**config.mk**
```make
export PLATFORM = sky130hd
export DESIGN_NAME = pulse_accum_ctr
export DESIGN_NICKNAME = d
export VERILOG_FILES = /design/src/rtl/pacc_pkg.sv /design/src/rtl/pacc_edge_fsm.sv /design/src/rtl/pacc_prescale.sv /design/src/rtl/pacc_testreg.sv /design/src/rtl/pacc_count_core.sv /design/src/rtl/pulse_accum_ctr.sv
export SDC_FILE = /design/constraint.sdc
export NUM_CORES = 1
export LEC_CHECK = 0
export BUFFER_PORTS_ARGS = -buffer_cell sky130_fd_sc_hd__buf_2
export CAP_MARGIN = 0
export CORE_ASPECT_RATIO = 0.5
export CORE_MARGIN = 10
export CORE_UTILIZATION = 58
export CTS_BUF_LIST = sky130_fd_sc_hd__clkbuf_2
export CTS_CLUSTER_DIAMETER = 40
export CTS_CLUSTER_SIZE = 20
export DETAILED_ROUTE_END_ITERATION = 12
export GPL_ROUTABILITY_DRIVEN = 0
export GPL_TIMING_DRIVEN = 0
export MAX_ROUTING_LAYER = met4
export PLACE_DENSITY_LB_ADDON = 0.12
export SYNTH_ARGS = -nofsm -noshare
export SYNTH_HDL_FRONTEND = slang
export SYNTH_SLANG_ARGS = --single-unit
```
**constraint.sdc**
```tcl
create_clock -name clk -period 3.6 [get_ports clk]
set_input_delay 0.36 -clock clk [delete_from_list [all_inputs] [get_ports clk]]
set_output_delay 0.36 -clock clk [all_outputs]
set_load 0.005 [all_outputs]
```
**src/rtl/pacc_pkg.sv**
```systemverilog
package pacc_pkg;

    typedef enum logic {
        LVL_LO = 1'b0,
        LVL_HI = 1'b1
    } lvl_state_e;

    typedef enum logic {
        TM_CHAIN = 1'b0,
        TM_SPLIT = 1'b1
    } tmode_e;

endpackage

```
**src/rtl/pacc_edge_fsm.sv**
```systemverilog
module pacc_edge_fsm
    import pacc_pkg::*;
#(
    parameter int SYNC_STAGES = 2
) (
    input  logic clk,
    input  logic rst_n,
    input  logic pin,
    input  logic fall_sel,
    output logic evt
);

    logic [SYNC_STAGES-1:0] sync_q;
    logic                   level;
    lvl_state_e             state_q;
    lvl_state_e             state_d;

    // synchronizer chain
    generate
        if (SYNC_STAGES == 1) begin : g_one
            always_ff @(posedge clk or negedge rst_n) begin
                if (!rst_n) sync_q <= '0;
                else        sync_q <= pin;
            end
        end else begin : g_many
            always_ff @(posedge clk or negedge rst_n) begin
                if (!rst_n) sync_q <= '0;
                else        sync_q <= {sync_q[SYNC_STAGES-2:0], pin};
            end
        end
    endgenerate

    assign level = sync_q[SYNC_STAGES-1];

    // state register
    always_ff @(posedge clk or negedge rst_n) begin
        if (!rst_n) state_q <= LVL_LO;
        else        state_q <= state_d;
    end

    // next state
    always_comb begin
        state_d = state_q;
        unique case (state_q)
            LVL_LO: if (level)  state_d = LVL_HI;
            LVL_HI: if (!level) state_d = LVL_LO;
            default: state_d = LVL_LO;
        endcase
    end

    // outputs
    always_comb begin
        evt = 1'b0;
        unique case (state_q)
            LVL_LO: evt = level && !fall_sel;
            LVL_HI: evt = !level && fall_sel;
            default: evt = 1'b0;
        endcase
    end

    AST_EVT_SPACED: assert property (@(posedge clk) disable iff (!rst_n)
        evt |=> (!evt || !$stable(fall_sel)));

endmodule

```
**src/rtl/pacc_prescale.sv**
```systemverilog
module pacc_prescale #(
    parameter int SEL_W = 2
) (
    input  logic             clk,
    input  logic             rst_n,
    input  logic             clr,
    input  logic             evt,
    input  logic [SEL_W-1:0] sel,
    output logic             step
);

    localparam int PRE_W = (1 << SEL_W) - 1;

    logic [PRE_W-1:0] pre_q;
    logic [PRE_W-1:0] mask;

    assign mask = ~({PRE_W{1'b1}} << sel);
    assign step = evt && ((pre_q & mask) == mask);

    always_ff @(posedge clk or negedge rst_n) begin
        if (!rst_n)   pre_q <= '0;
        else if (clr) pre_q <= '0;
        else if (evt) pre_q <= pre_q + 1'b1;
    end

    AST_PRE_SEL0_PASS: assert property (@(posedge clk) disable iff (!rst_n)
        (sel == '0 && evt) |-> step);

endmodule

```
**src/rtl/pacc_testreg.sv**
```systemverilog
module pacc_testreg
    import pacc_pkg::*;
(
    input  logic clk,
    input  logic rst_n,
    input  logic wr_en,
    input  logic mode_n,
    input  logic wbit,
    output logic split
);

    tmode_e st_q;
    tmode_e st_d;

    always_ff @(posedge clk or negedge rst_n) begin
        if (!rst_n) st_q <= TM_CHAIN;
        else        st_q <= st_d;
    end

    always_comb begin
        st_d = st_q;
        if (wr_en && !mode_n) begin
            unique case (st_q)
                TM_CHAIN: if (wbit)  st_d = TM_SPLIT;
                TM_SPLIT: if (!wbit) st_d = TM_CHAIN;
                default:  st_d = TM_CHAIN;
            endcase
        end
    end

    always_comb begin
        split = 1'b0;
        unique case (st_q)
            TM_CHAIN: split = 1'b0;
            TM_SPLIT: split = 1'b1;
            default:  split = 1'b0;
        endcase
    end

    AST_TEST_LOCKED: assert property (@(posedge clk) disable iff (!rst_n)
        (wr_en && mode_n) |=> $stable(split));
    AST_TEST_TAKES: assert property (@(posedge clk) disable iff (!rst_n)
        (wr_en && !mode_n) |=> (split == $past(wbit)));

endmodule

```
**src/rtl/pacc_count_core.sv**
```systemverilog
module pacc_count_core #(
    parameter int LANE_W = 8,
    parameter int LANES  = 2,
    localparam int CNT_W = LANE_W * LANES
) (
    input  logic             clk,
    input  logic             rst_n,
    input  logic             split,
    input  logic             step,
    input  logic             wr_en,
    input  logic [LANES-1:0] be,
    input  logic [CNT_W-1:0] wdata,
    output logic [CNT_W-1:0] count,
    output logic             ovf
);

    logic [LANES-1:0] lane_full;
    logic [LANES-1:0] lane_inc;
    logic [LANES:0]   chain_c;
    logic             ovf_q;

    assign chain_c[0] = step;

    generate
        for (genvar g = 0; g < LANES; g++) begin : g_lane
            logic [LANE_W-1:0] lane_q;

            assign lane_full[g]  = &lane_q;
            assign chain_c[g+1]  = chain_c[g] & lane_full[g];
            assign lane_inc[g]   = split ? 1'b1 : chain_c[g];
            assign count[g*LANE_W +: LANE_W] = lane_q;

            always_ff @(posedge clk or negedge rst_n) begin
                if (!rst_n) begin
                    lane_q <= '0;
                end else if (wr_en) begin
                    if (be[g]) lane_q <= wdata[g*LANE_W +: LANE_W];
                end else if (lane_inc[g]) begin
                    lane_q <= lane_q + 1'b1;
                end
            end
        end
    endgenerate

    always_ff @(posedge clk or negedge rst_n) begin
        if (!rst_n) ovf_q <= 1'b0;
        else        ovf_q <= !wr_en && lane_inc[LANES-1] && lane_full[LANES-1];
    end

    assign ovf = ovf_q;

    AST_WRITE_WINS: assert property (@(posedge clk) disable iff (!rst_n)
        (wr_en && (&be)) |=> (count == $past(wdata)));
    AST_BYTE_KEEP: assert property (@(posedge clk) disable iff (!rst_n)
        (wr_en && !be[0]) |=> (count[LANE_W-1:0] == $past(count[LANE_W-1:0])));
    AST_SPLIT_NO_CARRY: assert property (@(posedge clk) disable iff (!rst_n)
        (split && !wr_en) |=>
            (count[LANE_W-1:0] == LANE_W'($past(count[LANE_W-1:0]) + 1'b1)) &&
            (count[CNT_W-1:CNT_W-LANE_W] ==
                LANE_W'($past(count[CNT_W-1:CNT_W-LANE_W]) + 1'b1)));
    AST_CHAIN_IDLE: assert property (@(posedge clk) disable iff (!rst_n)
        (!split && !wr_en && !step) |=> $stable(count));
    AST_OVF_WRAP: assert property (@(posedge clk) disable iff (!rst_n)
        ovf |-> (count[CNT_W-1:CNT_W-LANE_W] == '0));
    AST_OVF_SINGLE: assert property (@(posedge clk) disable iff (!rst_n)
        ovf |=> !ovf);

endmodule

```
**src/rtl/pulse_accum_ctr.sv**
```systemverilog
module pulse_accum_ctr #(
    parameter int LANE_W      = 8,
    parameter int LANES       = 2,
    parameter int SEL_W       = 2,
    parameter int SYNC_STAGES = 2
) (
    input  logic                      clk,
    input  logic                      rst_n,
    input  logic                      pulse_in,
    input  logic                      edge_fall,
    input  logic [SEL_W-1:0]          div_sel,
    input  logic                      mode_n,
    input  logic                      reg_sel,
    input  logic                      bus_wr,
    input  logic [LANES-1:0]          bus_be,
    input  logic [LANE_W*LANES-1:0]   bus_wdata,
    output logic [LANE_W*LANES-1:0]   bus_rdata,
    output logic                      ovf_pulse
);

    localparam int CNT_W = LANE_W * LANES;

    logic             evt;
    logic             step;
    logic             split;
    logic             cnt_wr;
    logic             tst_wr;
    logic [CNT_W-1:0] count;

    assign cnt_wr = bus_wr && !reg_sel && (|bus_be);
    assign tst_wr = bus_wr && reg_sel;

    pacc_edge_fsm #(.SYNC_STAGES(SYNC_STAGES)) u_edge (
        .clk      (clk),
        .rst_n    (rst_n),
        .pin      (pulse_in),
        .fall_sel (edge_fall),
        .evt      (evt)
    );

    pacc_prescale #(.SEL_W(SEL_W)) u_pre (
        .clk   (clk),
        .rst_n (rst_n),
        .clr   (cnt_wr),
        .evt   (evt),
        .sel   (div_sel),
        .step  (step)
    );

    pacc_testreg u_tst (
        .clk    (clk),
        .rst_n  (rst_n),
        .wr_en  (tst_wr),
        .mode_n (mode_n),
        .wbit   (bus_wdata[0]),
        .split  (split)
    );

    pacc_count_core #(.LANE_W(LANE_W), .LANES(LANES)) u_core (
        .clk   (clk),
        .rst_n (rst_n),
        .split (split),
        .step  (step),
        .wr_en (cnt_wr),
        .be    (bus_be),
        .wdata (bus_wdata),
        .count (count),
        .ovf   (ovf_pulse)
    );

    always_comb begin
        if (reg_sel) bus_rdata = {{(CNT_W-1){1'b0}}, split};
        else         bus_rdata = count;
    end

endmodule

```
==> results.toml, run 1 <==
[status]
outcome = "finished clean"

[synthesis]
yosysWarnings = 0
ys_ff_latch = 24
syn_area_per_cell_um2 = 9.18
synthFlopType = "dfrtp_1"
synth_area_leader_cell = "dfrtp_1"
synth.top_cell.area_share_pct = 37.2
ys_seq_area_share_pct = 37.2
synth_most_common_cell = "dfrtp_1"
yosys-top-cells-area = "dfrtp_1, nor2b_1, a21oi_1"
netlist_area_um2 = 1620
syn_inst = 176
ys_types = 48
synthTopCellsByCount = "dfrtp_1, nand2_1, nor2_1"
synth-async-reset-ratio_pct = 100
synth_edf_count = 0
synth_fp_nets = 206

[clock_network]
cts_buffer_depth = 2
cts_tree = "built"
clk_pin_slew_ps = 240
htreeDepth = 1
cts_resized = 0
root_buffer = "clkbuf_2"
cts_buffers = 3
clk_latency_ps = 350
cts_sinks = 24

[worst_setup_path]
path_class = "register to register"
arrival_ps = 2280
r2r_start = "u_core.g_lane[0].lane_q[0]$_DFFE_PN0P_"
critical_path.startpoint_type = "register"
r2r_cells = 6
worstPathMaxFanout = 8
endpoint_kind = "register"
worstPathRequired_ps = 3870
critPathLaunch = "u_core.g_lane[0].lane_q[0]$_DFFE_PN0P_"

[cells_and_area]
layout.nets = 255
fillCellCount = 219
drive_gt1_share_pct = 30.4
antenna_cells = 0
seqCellArea_um2 = 601
syn2layout_area_growth_pct = 19.6
multi_input_area_um2 = 945

[floorplan]
floorplan.core_area_um2 = 2640
start_util_pct = 61.3
die-area_um2 = 5430
die_height_um = 57.3
chipWidth_um = 94.7
ios = 44
num_rows = 13

[global_routing]
grt_pass1_vias = 1531
grt_pass1_wl_um = 7110
grt_usage_pct = 16.4
overflow = 0
antenna_found_initial = 0
grt_max_degree = 25

[worst_hold_path]
hp-class = "input pin to register"
whs_path_depth = 1
min_from = "pulse_in"

[power_and_ir_drop]
peakVddDrop_mv = 0.283
leakage_nw = 0.916
powerDensity_nw_per_um2 = 589

[timing]
setup_viol = 0
slew_headroom_pct = 62.9
fmax_ghz = 0.497
slew_violations = 0
post-route-worst-setup-slack_ps = 1590
tightestPinTransition_ps = 557
grt_setup_unrepaired = "false"
final.min_clock_period_ps = 2010
fin_tns_setup_ps = 0
finalClockSkew_ps = 8.01
hold_viol = 0
period_share_pct = 55.9

[routing]
drt_first_iter_violations = 114
drc = 0
drt-pass1-iter-count = 4
ant_nets = 0
finalWirelength_um = 4380
wire_per_inst_um = 16.8
viasPerCell = 6.03
vias = 1573

[flow_run]
max_cap_viol_count = 0

[placed_design]
place_worst_setup_slack_ps = 1650
hpwl_um = 3320
port_buffers = 43
-- cell families (layout without fill, tap and decap cells) --
kind of cell,Yosys count,after routing,synth area share (%)
simple gates,74,74,24.8
compound gates,60,60,27.2
flops,24,24,37.2
buf+inv,9,57,4.41
mux,4,4,2.94
fa+ha+maj,3,3,2.32
xor+xnor,2,2,1.08
-- final timing paths --
| check | to | slack [ps] |
|---|---|---|
| worst max register to register | u_core.g_lane[1].lane_q[1]$_DFFE_PN0P_ | 1590 |
| max in group asynchronous | u_core.g_lane[1].lane_q[7]$_DFFE_PN0P_ | 2740 |
| min in group asynchronous | u_core.g_lane[0].lane_q[5]$_DFFE_PN0P_ | 500 |
| worst min register to register | u_edge.sync_q[1]$_DFF_PN0_ | 390 |
| worst max-delay path | u_core.g_lane[1].lane_q[1]$_DFFE_PN0P_ | 1590 |
| worst min-delay path | u_edge.sync_q[0]$_DFF_PN0_ | 90 |
-- metrics by stage --
| step | hold WS, ps | total power, W | util [%] | area [um^2] | instances |
|---|---|---|---|---|---|
| final | 91.2 | 0.00114 | 73.4 | 1930 | 261 |
| after global routing | 32.0 | 0.00123 | 73.4 | 1930 | 261 |
| after CTS | 88.9 | 0.00114 | 73.4 | 1930 | 261 |
| after detailed placement | 351 | 0.000955 | 71.3 | 1880 | 256 |
| after global placement | 333 | 0.000930 | 71.3 | 1880 | 256 |
| after floorplan | 64.4 | 0.000790 | - | 1620 | 176 |
-- layout by cell type (no fill, tap or decap), drive strengths merged, types with 2 or more instances in the layout --
master	Yosys	layout
nand2b	2	2
o221ai	2	2
nand3b	2	2
and2b	3	3
mux2	3	3
buf	5	48
o22ai	4	4
ha	3	3
nand4	3	3
nand3	7	7
dfrtp	24	24
nor2b	13	13
o21ai	14	14
and3	6	6
nor2	15	15
inv	3	3
a31oi	7	7
a21oi	15	15
o2bb2a	6	6
o21a	2	2
a22oi	3	3
nand2	20	20
clkbuf	1	4
-- power by group --
| group | internal, W | switching [W] | leakage (nW) |
|---|---|---|---|
| logic | 0.000233 | 0.000231 | 0.607 |
| registers | 0.000371 | 0.000123 | 0.282 |
| clock network | 0.0000957 | 0.0000853 | 0.0266 |
-- worst max-delay path, stage by stage, from the launching register on --
cell	delay [ps]
dfrtp_1	490
ha_1	230
nand3_1	200
nor2_1	300
nand4_4	200
nand2_2	200
mux2_4	310
-- metal layers --
layer | up-vias | global-route usage, % | share of wire [%]
met5 | - | - | 0
met4 | 0 | 2.54 | 0.87
met3 | 8 | 4.43 | 7.1
met2 | 64 | 27.4 | 50
met1 | 758 | 19.7 | 42
li1 | 743 | - | -
-- layout make-up --
| type | instances | area share (%) |
|---|---|---|
| buffer | 6 | 3.11 |
| clock buffer | 3 | 0.777 |
| clock inverter | 1 | 1.55 |
| inverter | 3 | 0.583 |
| multi-input combinational | 143 | 48.9 |
| sequential | 24 | 31.1 |
| tap | 37 | 2.39 |
| timing repair buffer | 44 | 11.7 |
-- sequential cells by signal (all words and copies together) (netlist names) --
| register | cells |
|---|---|
| u_core.g_lane.lane_q | 16 |
| u_pre.pre_q | 3 |
| u_edge.sync_q | 2 |
| u_core.ovf | 1 |
| u_edge.state_q | 1 |
| u_tst.st_q | 1 |
-- repair_timing --
action	in CTS	in global routing
endpoints found under the hold margin	24	0
hold buffers	1	0
setup buffers	0	0
Power figures use the tool's default switching activity.
==> run 2, diff against run 1 <==
--- a/config.mk
+++ b/config.mk
@@ -9,7 +9,7 @@
 export CAP_MARGIN = 0
 export CORE_ASPECT_RATIO = 0.5
 export CORE_MARGIN = 10
-export CORE_UTILIZATION = 58
+export CORE_UTILIZATION = 54
 export CTS_BUF_LIST = sky130_fd_sc_hd__clkbuf_2
 export CTS_CLUSTER_DIAMETER = 40
 export CTS_CLUSTER_SIZE = 20
==> constraint.sdc (replaced) <==
create_clock -name clk -period 1.9 [get_ports clk]
set_input_delay 0.19 -clock clk [delete_from_list [all_inputs] [get_ports clk]]
set_output_delay 0.19 -clock clk [all_outputs]
set_load 0.005 [all_outputs]
==> run 2 against run 1 <==
  * Register-to-register slack got worse by 1500 ps
  * Critical endpoint unchanged
  * Flip-flop and latch count unchanged
  * Clock skew increased by 8.6 ps
  * Largest power group is now combinational cells
  * Critical path type unchanged
  * Via count decreased by 4.6%
==> results.toml, run 2 (synthesis gave the netlist of run 1 again) <==
[cells_and_area]
syn2layout_area_growth_pct = 22.7
largest_reg_flops = 16
layout_commonest_cell = "buf_2"
drive_gt1_share_pct = 32.0
antenna_cells = 0
layout.nets = 259
largest_register = "u_core.g_lane.lane_q"
final_cell_mix = "buf_2, dfrtp_1, nand2_1, nor2_1, a21oi_1"
largest_registers = "u_core.g_lane.lane_q (16), u_pre.pre_q (3), u_edge.sync_q (2)"
final_cell_count_no_fill = 265

[floorplan]
start_util_pct = 59.5
die_height_um = 58.7
ios = 44
die-area_um2 = 5710
floorplan.core_area_um2 = 2720
num_rows = 13
chipWidth_um = 97.4

[status]
outcome = "finished clean"

[worst_setup_path]
worstPathMaxFanout = 8
r2r_start = "u_core.g_lane[0].lane_q[1]$_DFFE_PN0P_"
worst-r2r-setup-slack_ps = 140
worstPathRequired_ps = 2180
worstReg2RegEnd = "u_core.g_lane[1].lane_q[1]$_DFFE_PN0P_"
arrival_ps = 2040
r2r_cells = 6
critPathLaunch = "u_core.g_lane[0].lane_q[1]$_DFFE_PN0P_"
path_class = "register to register"
endpoint_kind = "register"
critical_path.startpoint_type = "register"

[flow_run]
max_cap_viol_count = 0

[placed_design]
place_worst_setup_slack_ps = -44.0
dp.cells = 256
port_buffers = 43
hpwl_um = 3140

[timing]
setup_viol = 0
tightestPinTransition_ps = 533
fmax_ghz = 0.567
post-route-worst-setup-slack_ps = 137
period_share_pct = 92.8
fin_tns_setup_ps = 0
slew_headroom_pct = 64.5
final.min_clock_period_ps = 1760
finalClockSkew_ps = 16.6
hold_viol = 0
whs_ps = 98.9
grt_setup_unrepaired = "false"
slew_violations = 0

[power_and_ir_drop]
leakage_nw = 0.937
powerDensity_nw_per_um2 = 1110
peakVddDrop_mv = 0.653
power.total_w = 0.00220

[clock_network]
clk_pin_slew_ps = 240
clk_latency_ps = 350
cts_tree = "built"
cts_sinks = 24
cts_buffers = 3
root_buffer = "clkbuf_2"
htreeDepth = 1
cts_buffer_depth = 2

[global_routing]
grt_max_degree = 25
grt_pass1_wl_um = 6640
grt_pass1_vias = 1424
antenna_found_initial = 0
overflow = 0
grt_usage_pct = 14.1

[routing]
vias = 1501
drt_first_iter_violations = 116
ant_nets = 0
viasPerCell = 5.66
drc = 0
wire_per_inst_um = 15.5
finalWirelength_um = 4120
drt-pass1-iter-count = 4

[worst_hold_path]
hp-class = "input pin to register"
hold-path-endpoint = "u_tst.st_q$_DFFE_PN0P_"
whs_path_depth = 3
min_from = "bus_wdata[0]"
## run 2: cell count changes in the layout (fill, tap and decap cells not counted), sizes merged
cell	before	now
dlygate4sd3	1	2
buf	48	51
## run 2: critical path, stage by stage (launching register included)
cell     delay [ps]
dfrtp_1         460
ha_1            240
nand3_2         180
nor2_4          180
nand4_4         180
nand2_4         160
mux2_4          310
## run 2: worst max path at each step
| stage | slack, ps | depth (start not counted) | to |
|---|---|---|---|
| after floorplan | 230 | 6 | u_core.g_lane[1].lane_q[1]$_DFFE_PN0P_ |
| after global placement | -6 | 6 | u_core.g_lane[1].lane_q[1]$_DFFE_PN0P_ |
| after detailed placement | -40 | 6 | u_core.g_lane[1].lane_q[1]$_DFFE_PN0P_ |
| after CTS | 4 | 6 | u_core.g_lane[1].lane_q[1]$_DFFE_PN0P_ |
| after global routing | 10 | 6 | u_core.g_lane[1].lane_q[1]$_DFFE_PN0P_ |
| final | 140 | 6 | u_core.g_lane[1].lane_q[1]$_DFFE_PN0P_ |
## run 2: report_power, final
group / leakage (nW) / internal [W] / switching [W]
combinational: 0.628 / 0.000484 / 0.000453
clock: 0.0266 / 0.000181 / 0.000157
sequential: 0.282 / 0.000703 / 0.000225
total: 0.937 / 0.00137 / 0.000836
## run 2: what timing repair did
item,in CTS,in global routing
setup endpoints to repair,1,7
hold buffers,2,0
buffers inserted,1,2
endpoints found under the hold margin,25,0
resized for setup,1,3
## run 2: per-layer routing
metal	vias to the layer above	share of wire (%)	GRT usage [%]	wire length (um)
met4	0	0.17	1.44	7
li1	752	-	-	-
met1	712	48	17.1	1960
met2	35	48	24.0	1970
met3	2	4.3	3.96	178
met5	-	0	-	0
## run 2: per-stage QoR
| step | util (%) | cell area (um^2) |
|---|---|---|
| global placement | 69.1 | 1880 |
| finish | 73.0 | 1980 |
| floorplan | - | 1620 |
| global route | 73.0 | 1980 |
| CTS | 71.9 | 1950 |
| detailed placement | 69.1 | 1880 |
## run 2: area by class of cell
| type | instances | area [um^2] |
|---|---|---|
| Timing Repair Buffer | 48 | 258 |
| Tap cell | 37 | 46.3 |
| Clock buffer | 3 | 15.0 |
| Clock inverter | 1 | 30.0 |
| Inverter | 3 | 11.3 |
| Sequential cell | 24 | 601 |
| Fill cell | 226 | 733 |
| Buffer | 6 | 60.1 |
| Multi-Input combinational cell | 143 | 962 |
